File: src/rtl/maxidx_pkg.sv
package maxidx_pkg;
    localparam int LANES = 8;
    localparam int IDX_W = $clog2(LANES);
endpackage

File: src/rtl/maxidx_node.sv
module maxidx_node
    import maxidx_pkg::*;
#(
    parameter int W = 16
) (
    input  logic [W-1:0]     a_val,
    input  logic [IDX_W-1:0] a_idx,
    input  logic [W-1:0]     b_val,
    input  logic [IDX_W-1:0] b_idx,
    output logic [W-1:0]     w_val,
    output logic [IDX_W-1:0] w_idx
);
    logic take_b;

    // Side a always carries the lower lane number; b wins only when strictly larger.
    always_comb begin
        take_b = (b_val > a_val);
        w_val  = take_b ? b_val : a_val;
        w_idx  = take_b ? b_idx : a_idx;
    end
endmodule

File: src/rtl/maxidx_tree.sv
module maxidx_tree
    import maxidx_pkg::*;
#(
    parameter int W = 16
) (
    input  logic               clk,
    input  logic               rst_n,
    input  logic               in_valid,
    input  logic [LANES*W-1:0] in_vals,
    output logic               out_valid,
    output logic [W-1:0]       out_max,
    output logic [IDX_W-1:0]   out_idx
);
    localparam int N1 = LANES / 2;
    localparam int N2 = LANES / 4;

    typedef struct packed {
        logic [W-1:0]     val;
        logic [IDX_W-1:0] idx;
    } pair_t;

    typedef struct packed {
        logic             vld1;
        pair_t [N1-1:0]   lv1;
        logic             vld2;
        pair_t [N2-1:0]   lv2;
        logic             vld3;
        pair_t            lv3;
    } pipe_t;

    pipe_t st_d, st_q;

    logic [LANES-1:0][W-1:0]     leaf_val;
    logic [LANES-1:0][IDX_W-1:0] leaf_idx;
    logic [N1-1:0][W-1:0]        n1_val;
    logic [N1-1:0][IDX_W-1:0]    n1_idx;
    logic [N2-1:0][W-1:0]        n2_val;
    logic [N2-1:0][IDX_W-1:0]    n2_idx;
    logic [W-1:0]                n3_val;
    logic [IDX_W-1:0]            n3_idx;

    always_comb begin
        for (int k = 0; k < LANES; k++) begin
            leaf_val[k] = in_vals[k*W +: W];
            leaf_idx[k] = IDX_W'(k);
        end
    end

    generate
        for (genvar g = 0; g < N1; g++) begin : g_lvl1
            maxidx_node #(.W(W)) u_node (
                .a_val (leaf_val[2*g]),
                .a_idx (leaf_idx[2*g]),
                .b_val (leaf_val[2*g+1]),
                .b_idx (leaf_idx[2*g+1]),
                .w_val (n1_val[g]),
                .w_idx (n1_idx[g])
            );
        end
        for (genvar g = 0; g < N2; g++) begin : g_lvl2
            maxidx_node #(.W(W)) u_node (
                .a_val (st_q.lv1[2*g].val),
                .a_idx (st_q.lv1[2*g].idx),
                .b_val (st_q.lv1[2*g+1].val),
                .b_idx (st_q.lv1[2*g+1].idx),
                .w_val (n2_val[g]),
                .w_idx (n2_idx[g])
            );
        end
    endgenerate

    maxidx_node #(.W(W)) u_root (
        .a_val (st_q.lv2[0].val),
        .a_idx (st_q.lv2[0].idx),
        .b_val (st_q.lv2[1].val),
        .b_idx (st_q.lv2[1].idx),
        .w_val (n3_val),
        .w_idx (n3_idx)
    );

    always_comb begin
        st_d      = st_q;
        st_d.vld1 = in_valid;
        st_d.vld2 = st_q.vld1;
        st_d.vld3 = st_q.vld2;
        if (in_valid) begin
            for (int k = 0; k < N1; k++) begin
                st_d.lv1[k].val = n1_val[k];
                st_d.lv1[k].idx = n1_idx[k];
            end
        end
        if (st_q.vld1) begin
            for (int k = 0; k < N2; k++) begin
                st_d.lv2[k].val = n2_val[k];
                st_d.lv2[k].idx = n2_idx[k];
            end
        end
        if (st_q.vld2) begin
            st_d.lv3.val = n3_val;
            st_d.lv3.idx = n3_idx;
        end
    end

    always_ff @(posedge clk or negedge rst_n) begin
        if (!rst_n) st_q <= '0;
        else        st_q <= st_d;
    end

    assign out_valid = st_q.vld3;
    assign out_max   = st_q.lv3.val;
    assign out_idx   = st_q.lv3.idx;

    // Edges seen since reset, saturating, so the latency check never looks before reset.
    logic [1:0] age_q;
    always_ff @(posedge clk or negedge rst_n) begin
        if (!rst_n)             age_q <= '0;
        else if (age_q != 2'd3) age_q <= age_q + 2'd1;
    end


    latency_chk: assert property (@(posedge clk) disable iff (!rst_n)
        (age_q == 2'd3) |-> (out_valid == $past(in_valid, 3)));


    lvl2_dominates_chk: assert property (@(posedge clk) disable iff (!rst_n)
        st_q.vld1 |=> (st_q.lv2[0].val >= $past(st_q.lv1[0].val)) &&
                      (st_q.lv2[0].val >= $past(st_q.lv1[1].val)));


    lvl2_tie_chk: assert property (@(posedge clk) disable iff (!rst_n)
        (st_q.vld1 && (st_q.lv1[0].val == st_q.lv1[1].val))
        |=> (st_q.lv2[0].idx == $past(st_q.lv1[0].idx)));


    root_source_chk: assert property (@(posedge clk) disable iff (!rst_n)
        st_q.vld2 |=> (out_idx == $past(st_q.lv2[0].idx)) ||
                      (out_idx == $past(st_q.lv2[1].idx)));
endmodule

File: src/rtl/maxidx_scan.sv
module maxidx_scan
    import maxidx_pkg::*;
#(
    parameter int W = 16
) (
    input  logic               clk,
    input  logic               rst_n,
    input  logic               in_valid,
    input  logic [LANES*W-1:0] in_vals,
    output logic               out_valid,
    output logic [W-1:0]       out_max,
    output logic [IDX_W-1:0]   out_idx
);
    localparam logic [IDX_W-1:0] LAST = IDX_W'(LANES - 1);

    typedef struct packed {
        logic             busy;
        logic [IDX_W-1:0] cnt;
        logic [W-1:0]     best;
        logic [IDX_W-1:0] best_idx;
        logic             done;
    } scan_t;

    scan_t st_d, st_q;

    logic [W-1:0]     sel_val;
    logic [W-1:0]     base_val;
    logic [IDX_W-1:0] base_idx;
    logic             step;

    always_comb begin
        sel_val = '0;
        for (int k = 0; k < LANES; k++) begin
            if (st_q.cnt == IDX_W'(k)) sel_val = in_vals[k*W +: W];
        end
    end

    always_comb begin
        st_d      = st_q;
        st_d.done = 1'b0;
        step      = st_q.busy || in_valid;
        // On lane 0 the running best restarts from the smallest value.
        base_val  = (st_q.cnt == '0) ? '0 : st_q.best;
        base_idx  = (st_q.cnt == '0) ? '0 : st_q.best_idx;
        if (step) begin
            if (sel_val > base_val) begin
                st_d.best     = sel_val;
                st_d.best_idx = st_q.cnt;
            end else begin
                st_d.best     = base_val;
                st_d.best_idx = base_idx;
            end
            if (st_q.cnt == LAST) begin
                st_d.cnt  = '0;
                st_d.busy = 1'b0;
                st_d.done = 1'b1;
            end else begin
                st_d.cnt  = st_q.cnt + 1'b1;
                st_d.busy = 1'b1;
            end
        end
    end

    always_ff @(posedge clk or negedge rst_n) begin
        if (!rst_n) st_q <= '0;
        else        st_q <= st_d;
    end

    assign out_valid = st_q.done;
    assign out_max   = st_q.best;
    assign out_idx   = st_q.best_idx;


    done_pulse_chk: assert property (@(posedge clk) disable iff (!rst_n)
        out_valid |=> !out_valid);


    done_source_chk: assert property (@(posedge clk) disable iff (!rst_n)
        out_valid |-> ($past(st_q.busy) && ($past(st_q.cnt) == LAST)));


    cnt_advance_chk: assert property (@(posedge clk) disable iff (!rst_n)
        st_q.busy |=> (st_q.cnt == (($past(st_q.cnt) == LAST) ? '0 : $past(st_q.cnt) + 1'b1)));


    best_monotone_chk: assert property (@(posedge clk) disable iff (!rst_n)
        st_q.busy |=> (st_q.best >= $past(st_q.best)));
endmodule

File: src/rtl/maxidx_top.sv
module maxidx_top
    import maxidx_pkg::*;
#(
    parameter int W          = 16,
    parameter bit SEQUENTIAL = 1'b0
) (
    input  logic               clk,
    input  logic               rst_n,
    input  logic               in_valid,
    input  logic [LANES*W-1:0] in_vals,
    output logic               out_valid,
    output logic [W-1:0]       out_max,
    output logic [IDX_W-1:0]   out_idx
);
    generate
        if (SEQUENTIAL) begin : g_scan
            maxidx_scan #(.W(W)) u_core (
                .clk       (clk),
                .rst_n     (rst_n),
                .in_valid  (in_valid),
                .in_vals   (in_vals),
                .out_valid (out_valid),
                .out_max   (out_max),
                .out_idx   (out_idx)
            );
        end else begin : g_tree
            maxidx_tree #(.W(W)) u_core (
                .clk       (clk),
                .rst_n     (rst_n),
                .in_valid  (in_valid),
                .in_vals   (in_vals),
                .out_valid (out_valid),
                .out_max   (out_max),
                .out_idx   (out_idx)
            );
        end
    endgenerate
endmodule

File: config.mk
export PLATFORM = sky130hd
export DESIGN_NAME = maxidx_top
export DESIGN_NICKNAME = d
export VERILOG_FILES = /design/src/rtl/maxidx_pkg.sv /design/src/rtl/maxidx_node.sv /design/src/rtl/maxidx_tree.sv /design/src/rtl/maxidx_scan.sv /design/src/rtl/maxidx_top.sv
export SDC_FILE = /design/constraint.sdc
export NUM_CORES = 1
export LEC_CHECK = 0
export BUFFER_PORTS_ARGS = -buffer_cell sky130_fd_sc_hd__buf_2
export CAP_MARGIN = 30
export CORE_ASPECT_RATIO = 0.8
export CORE_MARGIN = 2
export CORE_UTILIZATION = 35
export CTS_CLUSTER_SIZE = 14
export DETAILED_ROUTE_END_ITERATION = 6
export SYNTH_ARGS = -nofsm -noshare
export SYNTH_HDL_FRONTEND = slang
export SYNTH_HIERARCHICAL = 1
export SYNTH_SLANG_ARGS = --single-unit
File: constraint.sdc
create_clock -name clk -period 2.7 [get_ports clk]
set_input_delay 0.27 -clock clk [delete_from_list [all_inputs] [get_ports clk]]
set_output_delay 0.27 -clock clk [all_outputs]
set_load 0.05 [all_outputs]
==> results.rst <==
.. list-table::
   :header-rows: 1

   * - Metric
     - Value
   * - Insertion delay of the later-clocked pin in the worst-skew pair
     - 0.44 ns
   * - Portion of total power attributed to sequential cells
     - 28.9%
   * - Synth top area share
     - 26.4%
   * - DIE WIDTH
     - 219 um
   * - Slew of the pin with the lowest slew margin
     - 0.864 ns
   * - Leading cell type by number of instances after synthesis
     - nand3_1
   * - Post-DP HPWL
     - 28.1 mm
   * - Final period util
     - 96.5%
   * - Simple-gate portion of the synthesized area
     - 20.2%
   * - MaxCap Viol Count
     - 0
   * - Congestion Overflow GR
     - 0
   * - Master of the slowest instance on the critical path
     - dfrtp_1
   * - Core area
     - 0.0361 mm2
   * - Clock Root Buffer
     - clkbuf_16
   * - Adder-cell share of the synthesized area
     - 10.9%
   * - Largest family of logic cells by synthesized area
     - simple AND/OR/NAND/NOR gates
   * - Area delta synth->final
     - 15.3%
   * - Cell count after placement
     - 2005
   * - Total track usage
     - 19.6%
   * - CP Cell Sequence
     - inv_1 > ha_1 > nand4_2 > o21bai_1 > or3_1 > buf_4 > o311ai_2 > o211ai_1 > mux2_2
   * - Critical path class
     - flip-flop to flip-flop
   * - Wire length of the first global-routing pass
     - 60.6 mm
   * - Starting Density
     - 35.7%
   * - WHS
     - 0.258 ns
   * - Final-layout fill cell count
     - 3579
   * - Leading post-synthesis cells by cell area
     - dfrtp_1 26%, ha_1 11%, mux2_2 8.1%
   * - FMAX
     - 384 MHz
   * - End-of-flow core utilization
     - 41.2%
   * - Slowest stage delay, CP
     - 0.39 ns
   * - Maximum number of pins on one net before global-route repair
     - 55
   * - Total standard cell area after synthesis
     - 0.0129 mm2
   * - Chip Height
     - 176 um
   * - Post-synth EDFFs
     - 0
   * - Switching power of the nets
     - 4.77 mW
   * - Clk buf depth
     - 2
   * - Full die area
     - 0.0384 mm2
   * - Share of the yosys chip area belonging to registers
     - 26.4%
   * - Clock Sinks
     - 136
   * - Required time of the worst setup path
     - 3.01 ns
   * - Commonest cells in the netlist
     - 189 x nand3_1, 136 x dfrtp_1, 119 x inv_1
   * - Antenna Violating Nets Remaining
     - 0
   * - Net count, final
     - 1790
   * - Number of standard cells in the final layout excluding fillers
     - 2041
   * - Sort of element at the end of the critical path
     - flip-flop
   * - Global-route track usage on met1
     - 29.0%
   * - Per-cell via count in the routed design
     - 5.88
   * - Total of endpoints with negative setup slack in the final report
     - 0
   * - Fraction of synthesized cell area in xor and xnor cells
     - 0%
   * - Synth cell types
     - 33
   * - Max Slew Vio Count
     - 0
   * - Fraction of met2 tracks used by global routing
     - 29.2%
   * - Result of the run
     - finished, final reports clean
   * - Ratio of cells with drive above 1 in the final layout
     - 28.4%
   * - Internal
     - 6.44 mW
   * - VDD IR-drop max
     - 0.542 mV
   * - Antenna violations before repair
     - 1
   * - Post-synthesis register bit count
     - 136
   * - Clock period minus final worst setup slack
     - 2.61 ns
   * - Number of design rule violations left after detail routing
     - 0
   * - Routability congestion estimate from global placement
     - 0.867
   * - Clock-pin slew reported for the worst setup and hold paths after clock tree synthesis
     - 0.06 ns
   * - Leakage power
     - 6.57 nW
   * - Part of the total power dissipated in combinational logic
     - 50.9%
   * - Number of buffers inserted by port buffering
     - 150
   * - Total vias in the final route
     - 12.0k
   * - Startpoint types
     - flip-flop
   * - Switching part of the total power
     - 42.6%
   * - Async set-reset flop share out of synthesis
     - 100%
   * - Worst-case headroom to the max-slew limit
     - 42.4%
   * - Std-Cell Rows
     - 62
   * - Initial DRT Pass Iterations
     - 5
   * - Clock tree from TritonCTS
     - built
   * - Final Hold Vio Count
     - 0
   * - Main synth FF type
     - dfrtp_1
   * - Biggest area consumer among synthesized cells
     - dfrtp_1
   * - Busiest layer in global routing
     - met2
   * - GR Util met3
     - 3.60%
   * - Vias in the first global route
     - 11.3k
   * - Maximum clock skew at final layout
     - 0.00779 ns
   * - Post-Route WL
     - 38.2 mm
   * - Synthesis warning total
     - 6
   * - Synthesized area divided by synthesized cell count
     - 9.15 um2
   * - Cell count after synthesis
     - 1410
   * - Wirelength per Cell
     - 18.7 um
   * - Portion of netlist area occupied by mux cells
     - 12.8%
   * - Critical Path AT
     - 2.92 ns
   * - Inserted Clock Buffers
     - 17
   * - CTS H-tree lvls
     - 4
   * - Peak fanout along the critical path
     - 19
   * - Count of routing violations after the opening detailed-route iteration
     - 1035
   * - Count of boundary I/O pins
     - 151
   * - Total power density per cell area
     - 754 mW/mm2
   * - Clock power frac
     - 20.2%
   * - Classification of the worst-slack hold path
     - input port to flip-flop
   * - Post-synthesis compound-gate area fraction
     - 19.4%
## layout make-up
class	instances	area [um2]	area share, %
Inverter	119	447	3.00
Clock inverter	14	125	0.841
Sequential cell	136	3400	22.9
Antenna cell	1	2.50	0.0168
Clock buffer	18	439	2.95
Multi-Input combinational cell	1044	8410	56.6
Timing Repair Buffer	229	1440	9.70
Tap cell	480	601	4.04
## power groups by stage
stage / Clock (mW) / Sequential [mW] / Combinational, mW
3_5_place_dp: 0 / 3.26 / 5.53
2_1_floorplan: 0 / 2.99 / 4.46
5_1_grt: 2.41 / 3.32 / 6.29
4_1_cts: 2.32 / 3.23 / 5.57
6_report: 2.27 / 3.24 / 5.71
3_3_place_gp: 0 / 3.26 / 5.41
## layer usage
layer  part of all wire, %  vias up
met5                     0        -
met4                   1.6        0
met3                   5.8       53
met2                    44      397
met1                    49     5784
li1                      -     5775
## sequential cells by signal, indices dropped and copies added, names as in the netlist
name / cells
g_tree.u_core/out_idx: 3
g_tree.u_core/st_q: 114
g_tree.u_core/out_max: 16
g_tree.u_core/out_valid: 1
g_tree.u_core/st_d: 2
## critical path: cells and delay by family, from the launching register on
family,cells,cell delay (ns)
buf+inv,2,0.36
mux,1,0.32
fa+ha+maj,1,0.29
simple gates,2,0.50
compound gates,3,0.63
flops,1,0.39
## what timing repair did
item                       CTS  global route
setup endpoints to repair    0            25
hold endpoints to repair    51             0
hold buffers                 1             0
setup buffers                0             2
gates resized for setup      0            18
## metrics by stage
step	power, mW	setup WS (ns)	TNS (ns)	area, um2
final	11.2	0.0936	0	14900
after global routing	12.0	-0.00121	-0.00121	14900
after CTS	11.1	0.0536	0	14800
after detailed placement	8.79	0.0530	0	14200
after global placement	8.67	0.0844	0	14200
after floorplan	7.46	0.389	0	13000
## final timing paths
| kind | startpoint | end | slack [ns] | cells past startpoint |
|---|---|---|---|---|
| min | in_vals[32] | g_tree.u_core/st_q[81]$_DFFE_PN0P_ | 0.26 | 4 |
| max reg2reg | g_tree.u_core/st_q[38]$_DFFE_PN0P_ | g_tree.u_core/out_max[5]$_DFFE_PN0P_ | 0.09 | 9 |
| min reg2reg | g_tree.u_core/out_max[14]$_DFFE_PN0P_ | g_tree.u_core/out_max[14]$_DFFE_PN0P_ | 0.50 | 1 |
| max | g_tree.u_core/st_q[38]$_DFFE_PN0P_ | g_tree.u_core/out_max[5]$_DFFE_PN0P_ | 0.09 | 9 |
| max in group asynchronous | rst_n | g_tree.u_core/st_q[116]$_DFFE_PN0P_ | 1.63 | 3 |
| min in group asynchronous | rst_n | g_tree.u_core/st_q[96]$_DFFE_PN0P_ | 0.34 | 2 |
## logic make-up (layout without fill, tap and decap cells)
kind of cell,count (synthesis),count (layout)
other,2,37
multiplexers,133,133
adder cells (fa/ha/maj),112,112
buffers and inverters,264,380
AO/OA/AOI/OAI,322,322
AND/OR/NAND/NOR,441,441
flip-flops,136,136
## cell usage in the layout, fill, tap and decap left out, drive strengths merged
cell type | synthesis | final
o21bai | 7 | 7
o311ai | 133 | 133
o211ai | 105 | 105
nand2 | 49 | 49
clkbuf | 42 | 18
dfrtp | 136 | 136
dlygate4sd3 | 0 | 1
a21oi | 42 | 42
a21o | 7 | 7
o21ai | 21 | 21
nor2 | 14 | 14
inv | 119 | 122
nand3 | 189 | 189
nor4 | 112 | 112
or3 | 7 | 7
mux2 | 133 | 133
nand4 | 21 | 21
conb | 2 | 36
diode | 0 | 1
and4 | 7 | 7
clkinvlp | 0 | 3
ha | 112 | 112
clkinv | 0 | 7
nor3 | 7 | 7
nand2b | 7 | 7
o21a | 7 | 7
bufinv | 0 | 1
nor4b | 28 | 28
buf | 103 | 228
Note: power is estimated with default switching activity, not from simulation.
